## src/rtl/smbf_pkg.sv

```systemverilog
`timescale 1ns/1ps
package smbf_pkg;
  localparam int FLAG_W = 8;
  localparam int B_MST  = 0;
  localparam int B_TXM  = 1;
  localparam int B_IRQ  = 2;
  localparam int B_ACK  = 3;
  localparam int B_ARB  = 4;
  localparam int B_AKRQ = 5;
  localparam int B_STA  = 6;
  localparam int B_STO  = 7;
  localparam logic [FLAG_W-1:0] SW_MASK =
    (FLAG_W'(1) << B_STA) | (FLAG_W'(1) << B_STO) |
    (FLAG_W'(1) << B_ACK) | (FLAG_W'(1) << B_IRQ);

  typedef struct packed {
    logic start_gen;
    logic stop_gen;
    logic start_det;
    logic stop_det;
    logic addr_match;
    logic byte_rx;
    logic byte_tx_done;
    logic ack_cycle;
    logic ack_level;
    logic frame_begin;
    logic dat_wr;
    logic scl_low;
    logic sda_low;
    logic in_ack_bit;
  } smbf_ev_t;
endpackage

```

## src/rtl/smbf_flag_cell.sv

```systemverilog
`timescale 1ns/1ps
module smbf_flag_cell #(
  parameter bit WRITABLE = 1'b0
) (
  input  logic clk,
  input  logic rst,
  input  logic hw_set,
  input  logic hw_clr,
  input  logic sw_we,
  input  logic sw_val,
  output logic q
);
  logic sw_take;
  logic q_nxt;

  assign sw_take = WRITABLE ? sw_we : 1'b0;

  always_comb begin
    if (hw_set)       q_nxt = 1'b1;
    else if (hw_clr)  q_nxt = 1'b0;
    else if (sw_take) q_nxt = sw_val;
    else              q_nxt = q;
  end

  always_ff @(posedge clk) begin
    if (rst) q <= 1'b0;
    else     q <= q_nxt;
  end
endmodule

```

## src/rtl/smbf_arb_qual.sv

```systemverilog
`timescale 1ns/1ps
module smbf_arb_qual (
  input  logic start_det,
  input  logic stop_det,
  input  logic stop_gen,
  input  logic scl_low,
  input  logic sda_low,
  input  logic in_ack_bit,
  input  logic is_master,
  input  logic start_req,
  output logic arb_fault,
  output logic stop_loss,
  output logic arb_any
);
  logic rstart_clash;
  logic sda_clash;

  assign rstart_clash = start_det & is_master & ~start_req;
  assign sda_clash    = sda_low & ~in_ack_bit;
  assign arb_fault    = rstart_clash | scl_low | sda_clash;
  assign stop_loss    = stop_det & is_master & ~stop_gen;
  assign arb_any      = arb_fault | stop_loss;
endmodule

```

## src/rtl/smbf_ctx_track.sv

```systemverilog
`timescale 1ns/1ps
module smbf_ctx_track (
  input  logic clk,
  input  logic rst,
  input  logic dat_wr,
  input  logic frame_begin,
  input  logic addr_match,
  input  logic is_master,
  input  logic stop_det,
  input  logic start_gen,
  output logic loaded,
  output logic slave_sel
);
  always_ff @(posedge clk) begin
    if (rst) begin
      loaded    <= 1'b0;
      slave_sel <= 1'b0;
    end else begin
      if (frame_begin)  loaded <= dat_wr;
      else if (dat_wr)  loaded <= 1'b1;

      if (stop_det || start_gen)          slave_sel <= 1'b0;
      else if (addr_match && !is_master)  slave_sel <= 1'b1;
    end
  end
endmodule

```

## src/rtl/smbf_flags.sv

```systemverilog
`timescale 1ns/1ps
module smbf_flags
  import smbf_pkg::*;
(
  input  logic              clk,
  input  logic              rst,
  input  logic              ev_start_gen,
  input  logic              ev_stop_gen,
  input  logic              ev_start_det,
  input  logic              ev_stop_det,
  input  logic              ev_addr_match,
  input  logic              ev_byte_rx,
  input  logic              ev_byte_tx_done,
  input  logic              ev_ack_cycle,
  input  logic              ack_level,
  input  logic              ev_frame_begin,
  input  logic              dat_wr,
  input  logic              fault_scl_low,
  input  logic              fault_sda_low,
  input  logic              in_ack_bit,
  input  logic              sw_we,
  input  logic [FLAG_W-1:0] sw_wdata,
  output logic [FLAG_W-1:0] flags
);
  smbf_ev_t ev;
  logic [FLAG_W-1:0] set_v, clr_v, q;
  logic arb_fault, stop_loss, arb_any;
  logic loaded, slave_sel;
  logic irq_clr_pulse, sto_set;

  assign ev = '{start_gen: ev_start_gen, stop_gen: ev_stop_gen,
                start_det: ev_start_det, stop_det: ev_stop_det,
                addr_match: ev_addr_match, byte_rx: ev_byte_rx,
                byte_tx_done: ev_byte_tx_done, ack_cycle: ev_ack_cycle,
                ack_level: ack_level, frame_begin: ev_frame_begin,
                dat_wr: dat_wr, scl_low: fault_scl_low,
                sda_low: fault_sda_low, in_ack_bit: in_ack_bit};

  smbf_arb_qual u_arb (
    .start_det (ev.start_det),
    .stop_det  (ev.stop_det),
    .stop_gen  (ev.stop_gen),
    .scl_low   (ev.scl_low),
    .sda_low   (ev.sda_low),
    .in_ack_bit(ev.in_ack_bit),
    .is_master (q[B_MST]),
    .start_req (q[B_STA]),
    .arb_fault (arb_fault),
    .stop_loss (stop_loss),
    .arb_any   (arb_any)
  );

  smbf_ctx_track u_ctx (
    .clk        (clk),
    .rst        (rst),
    .dat_wr     (ev.dat_wr),
    .frame_begin(ev.frame_begin),
    .addr_match (ev.addr_match),
    .is_master  (q[B_MST]),
    .stop_det   (ev.stop_det),
    .start_gen  (ev.start_gen),
    .loaded     (loaded),
    .slave_sel  (slave_sel)
  );

  assign irq_clr_pulse = sw_we & ~sw_wdata[B_IRQ];
  assign sto_set       = (ev.stop_det & slave_sel) | stop_loss;

  always_comb begin
    set_v = '0;
    clr_v = '0;
    set_v[B_MST]  = ev.start_gen;
    clr_v[B_MST]  = ev.stop_gen | arb_any;
    set_v[B_TXM]  = ev.start_gen | (ev.frame_begin & loaded);
    clr_v[B_TXM]  = (ev.frame_begin & ~loaded) | ev.start_det | arb_any;
    set_v[B_IRQ]  = ev.start_gen | arb_any | ev.byte_tx_done | ev.byte_rx |
                    ev.addr_match | sto_set;
    set_v[B_ACK]  = ev.ack_cycle & ~ev.ack_level;
    clr_v[B_ACK]  = ev.ack_cycle & ev.ack_level;
    set_v[B_ARB]  = arb_fault;
    clr_v[B_ARB]  = irq_clr_pulse;
    set_v[B_AKRQ] = ev.byte_rx;
    clr_v[B_AKRQ] = ev.ack_cycle;
    set_v[B_STA]  = ev.addr_match;
    set_v[B_STO]  = sto_set;
    clr_v[B_STO]  = ev.stop_gen & q[B_STO];
  end

  for (genvar i = 0; i < FLAG_W; i++) begin : g_cell
    smbf_flag_cell #(.WRITABLE(SW_MASK[i])) u_cell (
      .clk   (clk),
      .rst   (rst),
      .hw_set(set_v[i]),
      .hw_clr(clr_v[i]),
      .sw_we (sw_we),
      .sw_val(sw_wdata[i]),
      .q     (q[i])
    );
  end

  assign flags = q;
endmodule

```

## config.mk

```make
export PLATFORM = sky130hd
export DESIGN_NAME = smbf_flags
export DESIGN_NICKNAME = d
export VERILOG_FILES = /design/src/rtl/smbf_pkg.sv /design/src/rtl/smbf_flag_cell.sv /design/src/rtl/smbf_arb_qual.sv /design/src/rtl/smbf_ctx_track.sv /design/src/rtl/smbf_flags.sv
export SDC_FILE = /design/constraint.sdc
export NUM_CORES = 1
export LEC_CHECK = 0
export ABC_AREA = 1
export BUFFER_PORTS_ARGS = -buffer_cell sky130_fd_sc_hd__buf_4
export CORE_UTILIZATION = 39
export CTS_CLUSTER_SIZE = 20
export DETAILED_ROUTE_END_ITERATION = 10
export HOLD_SLACK_MARGIN = 0.06
export PLACE_DENSITY = 0.73
export RECOVER_POWER = 50
export REMOVE_ABC_BUFFERS = 1
export SLEW_MARGIN = 10
export SYNTH_ARGS = -nofsm -noshare
export SYNTH_HDL_FRONTEND = slang
export SYNTH_HIERARCHICAL = 1
export SYNTH_SLANG_ARGS = --single-unit
export TNS_END_PERCENT = 10
```

## constraint.sdc

```tcl
create_clock -name clk -period 1 [get_ports clk]
set_input_delay 0.2 -clock clk [delete_from_list [all_inputs] [get_ports clk]]
set_output_delay 0.2 -clock clk [all_outputs]
set_load 0.02 [all_outputs]
```

# Word level (Yosys, flattened, before mapping)
# Cells that the tools add are included.
# word_totals
register_bits,10
inputBits,25
out_inout_bits,8
word_cells,74
# op_classes
muxes,20
n_bitwise,31
reduce_logical,13
# op_table
op,n
$mux W1,20
$reduce_bool A2 Y1,7
$or A1 B1 Y1,13
$and A1 B1 Y1,12
$not A1 Y1,6
$reduce_bool A3 Y1,2
$reduce_or A2 Y1,1
$logic_and A1 B1 Y1,1
$logic_not A1 Y1,1
$logic_or A1 B1 Y1,1

# Longest topological paths before layout
# logic_depth
ltp_word,11
depth_mapped,8
ltp_nobuf,8

# Cells and area by module
# The synthesis kept the hierarchy.
# modules_own_cells
mod,instances,cells_each,area_each_um2,seq_area_each_um2
smbf_flag_cell at g_cell[2].u_cell ...,4,10,65.1,20.0
smbf_flag_cell at g_cell[0].u_cell ...,4,5,40.0,20.0
smbf_flags,1,22,96.3,0.0
smbf_ctx_track,1,11,76.3,40.0
smbf_arb_qual,1,7,40.0,0.0

# Worst setup path after synthesis
# OpenSTA, ideal clock, no wires.
# synth_path
path_kind,register to register
from,register g_cell[6].u_cell.q
to,register g_cell[0].u_cell.q
setup_time_ps,66
arrival_time_ps,1106
required_ps,934
path_slack_ps,-172
stages_incl_launch_ff,7
n_path_buf,0
synth_period_minus_slack_ps,1172
path_cell_list,dfxtp_1 -> nand3b_1 -> nand3_1 -> or2_1 -> inv_1 -> nand2_1 -> a21oi_2
# synth_via
elab_chain_len,7
# synth_lines
item,line_no,rtl
from (decl),smbf_flag_cell.sv:11,output logic q
from (signal assigned),smbf_flag_cell.sv:27,else q <= q_nxt;
$not A1 Y1,smbf_arb_qual.sv:18,assign rstart_clash = start_det & is_master & ~start_req;
$and A1 B1 Y1,smbf_arb_qual.sv:18,
$or A1 B1 Y1 (2 in a row),smbf_arb_qual.sv:20,assign arb_fault = rstart_clash | scl_low | sda_clash;
$or A1 B1 Y1,smbf_arb_qual.sv:22,assign arb_any = arb_fault | stop_loss;
named net arb_any,smbf_flags.sv:27,"logic arb_fault, stop_loss, arb_any;"
$or A1 B1 Y1,smbf_flags.sv:73,clr_v[B_MST] = ev.stop_gen | arb_any;
named net clr_v[0],smbf_flags.sv:26,"logic [FLAG_W-1:0] set_v, clr_v, q;"
$reduce_bool A2 Y1 (no line),-,
to (signal assigned),smbf_flag_cell.sv:27,
to (decl),smbf_flag_cell.sv:11,
# The timed path passes the listed nets, and every way through them passes these cells.
# A chain may end at the register's enable or synchronous reset.

# Worst setup path in the final report
# Ends and elaborated chain as after synthesis.

==> results by group <==
Logic synthesis
  • Most frequent cell after synthesis: inv_1
  • Syn_area_per_cell: 6.33 µm²
  • Top cells by count, synth: inv_1, nand2_1, a21oi_2, dfxtp_1, nor2_1
  • Post-Syn Area: 633 µm²
  • Yosys cell types: 13
  • #FFs+latches synth: 10
  • Area contributors post-synth: dfxtp_1, inv_1, a21oi_2
  • Post-synth EDFFs: 0
  • Leading register cell type out of synthesis: dfxtp_1
  • Post-Synthesis Cells: 100
  • Post-synth top area cell: dfxtp_1
  • Fraction of registers with async set/reset: 0%
  • Synth top area share: between 30% and 40%
  • Register area share after synthesis: approximately a third
  • Synth Warn #: 6

CTS
  • H-tree depth: 1
  • Reg clk slew, reported paths: about 0.070 ns
  • Num CTS Buffers: 3
  • TritonCTS clock tree: built
  • Bufs on Longest Clock Path: 2
  • Setup Fix Bufs, Post-CTS: 0
  • CTS sink cnt: 10
  • Clk root buf: clkbuf_4
  • Clock latency on the worst-skew pair: about 0.27 ns
  • Cts hold-fix bufs: 0

Setup path
  • Worst-path cell chain: nand3b_1 -> nand3_2 -> or2_1 -> inv_1 -> nand2_1 -> a21oi_2
  • Startpoint types: register
  • CP required: roughly 1.2 ns
  • Crit path max-delay family: simple AND/OR/NAND/NOR gates
  • Worst Setup SP: g_cell[6].u_cell/q
  • Critical Path AT: between 1 and 1.5 ns
  • Worst Path Buf+Inv: 1
  • WS Path Type: register to register
  • R2r setup slk: -0.05 ns
  • Worst Setup End Kind: register
  • Maximum single-stage delay on the critical path: between 0.3 and 0.4 ns
  • Slowest library cell on the worst path: dfxtp_2
  • Largest fanout on the critical path: 3
  • RR Startpoint: g_cell[6].u_cell/q

Timing
  • Final period util: 105%
  • Final setup fails: 3
  • Peak Freq: 950 MHz
  • Setup Skew: roughly 0.00032 ns
  • Min Clock Period, post-route: approximately 1.1 ns
  • RSZ-0062 raised after global routing: true
  • Final Slew Violations: 0
  • Final hold viol count: 0
  • Final setup margin: -0.0526 ns
  • Total negative slack: -0.124 ns

Power
  • Sequential cell fraction of total power: around 40%
  • PD cells: about 1200 mW/mm²
  • Share of power burned in the clock network: 34.0%
  • Comb pwr share: about 26%
  • Maximum vdd ir drop: 0.000642 V
  • Sw frac: 27.9%
  • Power Total: 0.00110 W
  • Total leakage power: 0.590 nW
  • Net Sw Power: just over 0.0003 W
  • Int Power: around 0.00079 W

Cells and area
  • Fraction of layout cells with a size suffix above 1: 39.1%
  • NumNets Final: 164
  • Filler instances: about 140
  • Finished layout cell area: ~960 µm²
  • Layout area overhead: 51.0%
  • Final core area utilization: between 60% and 70%
  • Diodes inserted: 0

Detailed routing
  • Antenna Nets Post-Route: 0
  • First drt pass iteration count: 4
  • WL per Instance: 8.43 µm
  • Final wirelength: around 1300 µm
  • Vias per cell: 4.25
  • Vias post-DR: 655
  • DRT iter0 DRCs: 21
  • DRC Markers: 0

Global routing
  • Met3 Use GR: roughly 4.7%
  • GR Util met2: a little over a quarter
  • First-pass GRT wire length: between 2000 and 2500 µm
  • Met1 Usage GRT: a little under a fifth
  • Initial antenna violation count: 0
  • Largest net degree at the start of global routing: 11
  • Number of global-route vias before repair: approximately 540
  • Gr ovfl total: 0
  • Busiest grt layer: met2
  • Total global-route track usage: between 10% and 20%

Placement
  • Placed Instance Area: ~900 µm²
  • RD Place Congestion: approximately 0.73
  • Place WS: -0.0881 ns
  • Port Buffer Count: 28
  • Final HPWL DP: slightly above 1000 µm

Floorplan
  • Die Y: 42.3 µm
  • Core footprint: 0.00151 mm²
  • Die ar.: 0.00179 mm²
  • Starting density of the core: a little over two fifths
  • Die width: around 42 µm
  • # rows: 14
  • IO Pins: 33

Worst hold path
  • Min-delay src: dat_wr
  • Worst min-delay path category: primary input to register

Job
  • Maxcap violations: 0

Run status
  • Status: finished, violations left
  • Failing checks: negative setup slack
-- final timing paths --
check        cells past startpoint            endpoint
max                              6  g_cell[0].u_cell/q
min reg2reg                      2  g_cell[4].u_cell/q
max reg2reg                      6  g_cell[0].u_cell/q
min                              3        u_ctx/loaded
-- cells by family after synthesis --
logic type,synth area share [%]
and+or+nand+nor,26.1
AOI/OAI and AO/OA,17.4
buffers and inverters,24.3
DFF,31.6
other,0.592
-- registers in the layout (all words and copies together), names as in the netlist --
signal / count
u_ctx/loaded: 1
u_ctx/slave_sel: 1
g_cell.u_cell/q: 8
-- layer usage --
| layer | vias up | routed length [µm] |
|---|---|---|
| met1 | 283 | 568 |
| met4 | 0 | 13 |
| met3 | 2 | 54 |
| met2 | 16 | 661 |
| li1 | 354 | - |
| met5 | - | 0 |
-- metrics by stage --
stage	hold slack, ns	cells
2_1_floorplan	0.262	101
3_3_place_gp	0.413	150
3_5_place_dp	0.427	150
4_1_cts	0.141	154
5_1_grt	0.159	154
6_report	0.143	154
-- cell type report --
cell class,count,area [µm²],share of cell area [%]
Sequential cell,10,204,21.3
Inverter,41,154,16.1
Multi-Input combinational cell,50,283,29.6
Clock buffer,4,36.3,3.80
Tap cell,16,20.0,2.09
Timing Repair Buffer,33,259,27.1
-- worst register-to-register path, delay by kind of cell, from the launching register on --
family	cells	cell delay (ns)
AO/OA/AOI/OAI	1	0.11
buffers and inverters	1	0.05
flip-flops	1	0.33
AND/OR/NAND/NOR	4	0.49
-- placed cells by master, fill, tap and decap left out --
master,netlist,layout
a21o_1,1,1
nor2_1,8,8
buf_6,0,3
clkbuf_4,0,3
dfxtp_2,0,3
a21oi_1,2,2
nand3b_1,2,2
nand3_2,4,4
o21ai_0,1,1
buf_4,0,30
or2_1,1,1
a21oi_2,10,10
nand2_1,17,17
clkbuf_8,0,1
inv_1,41,41
nand3_1,2,2
conb_1,1,2
dfxtp_1,10,7
-- power by group through the flow --
stage / sequential (W) / combinational (W) / clock [W]
global placement: 0.000448 / 0.000274 / 0
finish: 0.000442 / 0.000284 / 0.000375
CTS: 0.000441 / 0.000286 / 0.000390
detailed placement: 0.000449 / 0.000279 / 0
floorplan: 0.000478 / 0.000105 / 0
global route: 0.000446 / 0.000315 / 0.000407
-- timing repair --
item	CTS	global route
resized for setup	5	2
pin swaps	1	1
hold endpoints to repair	0	0
endpoints found under the setup margin	5	6
No activity file was read; power rests on OpenSTA's default activity.
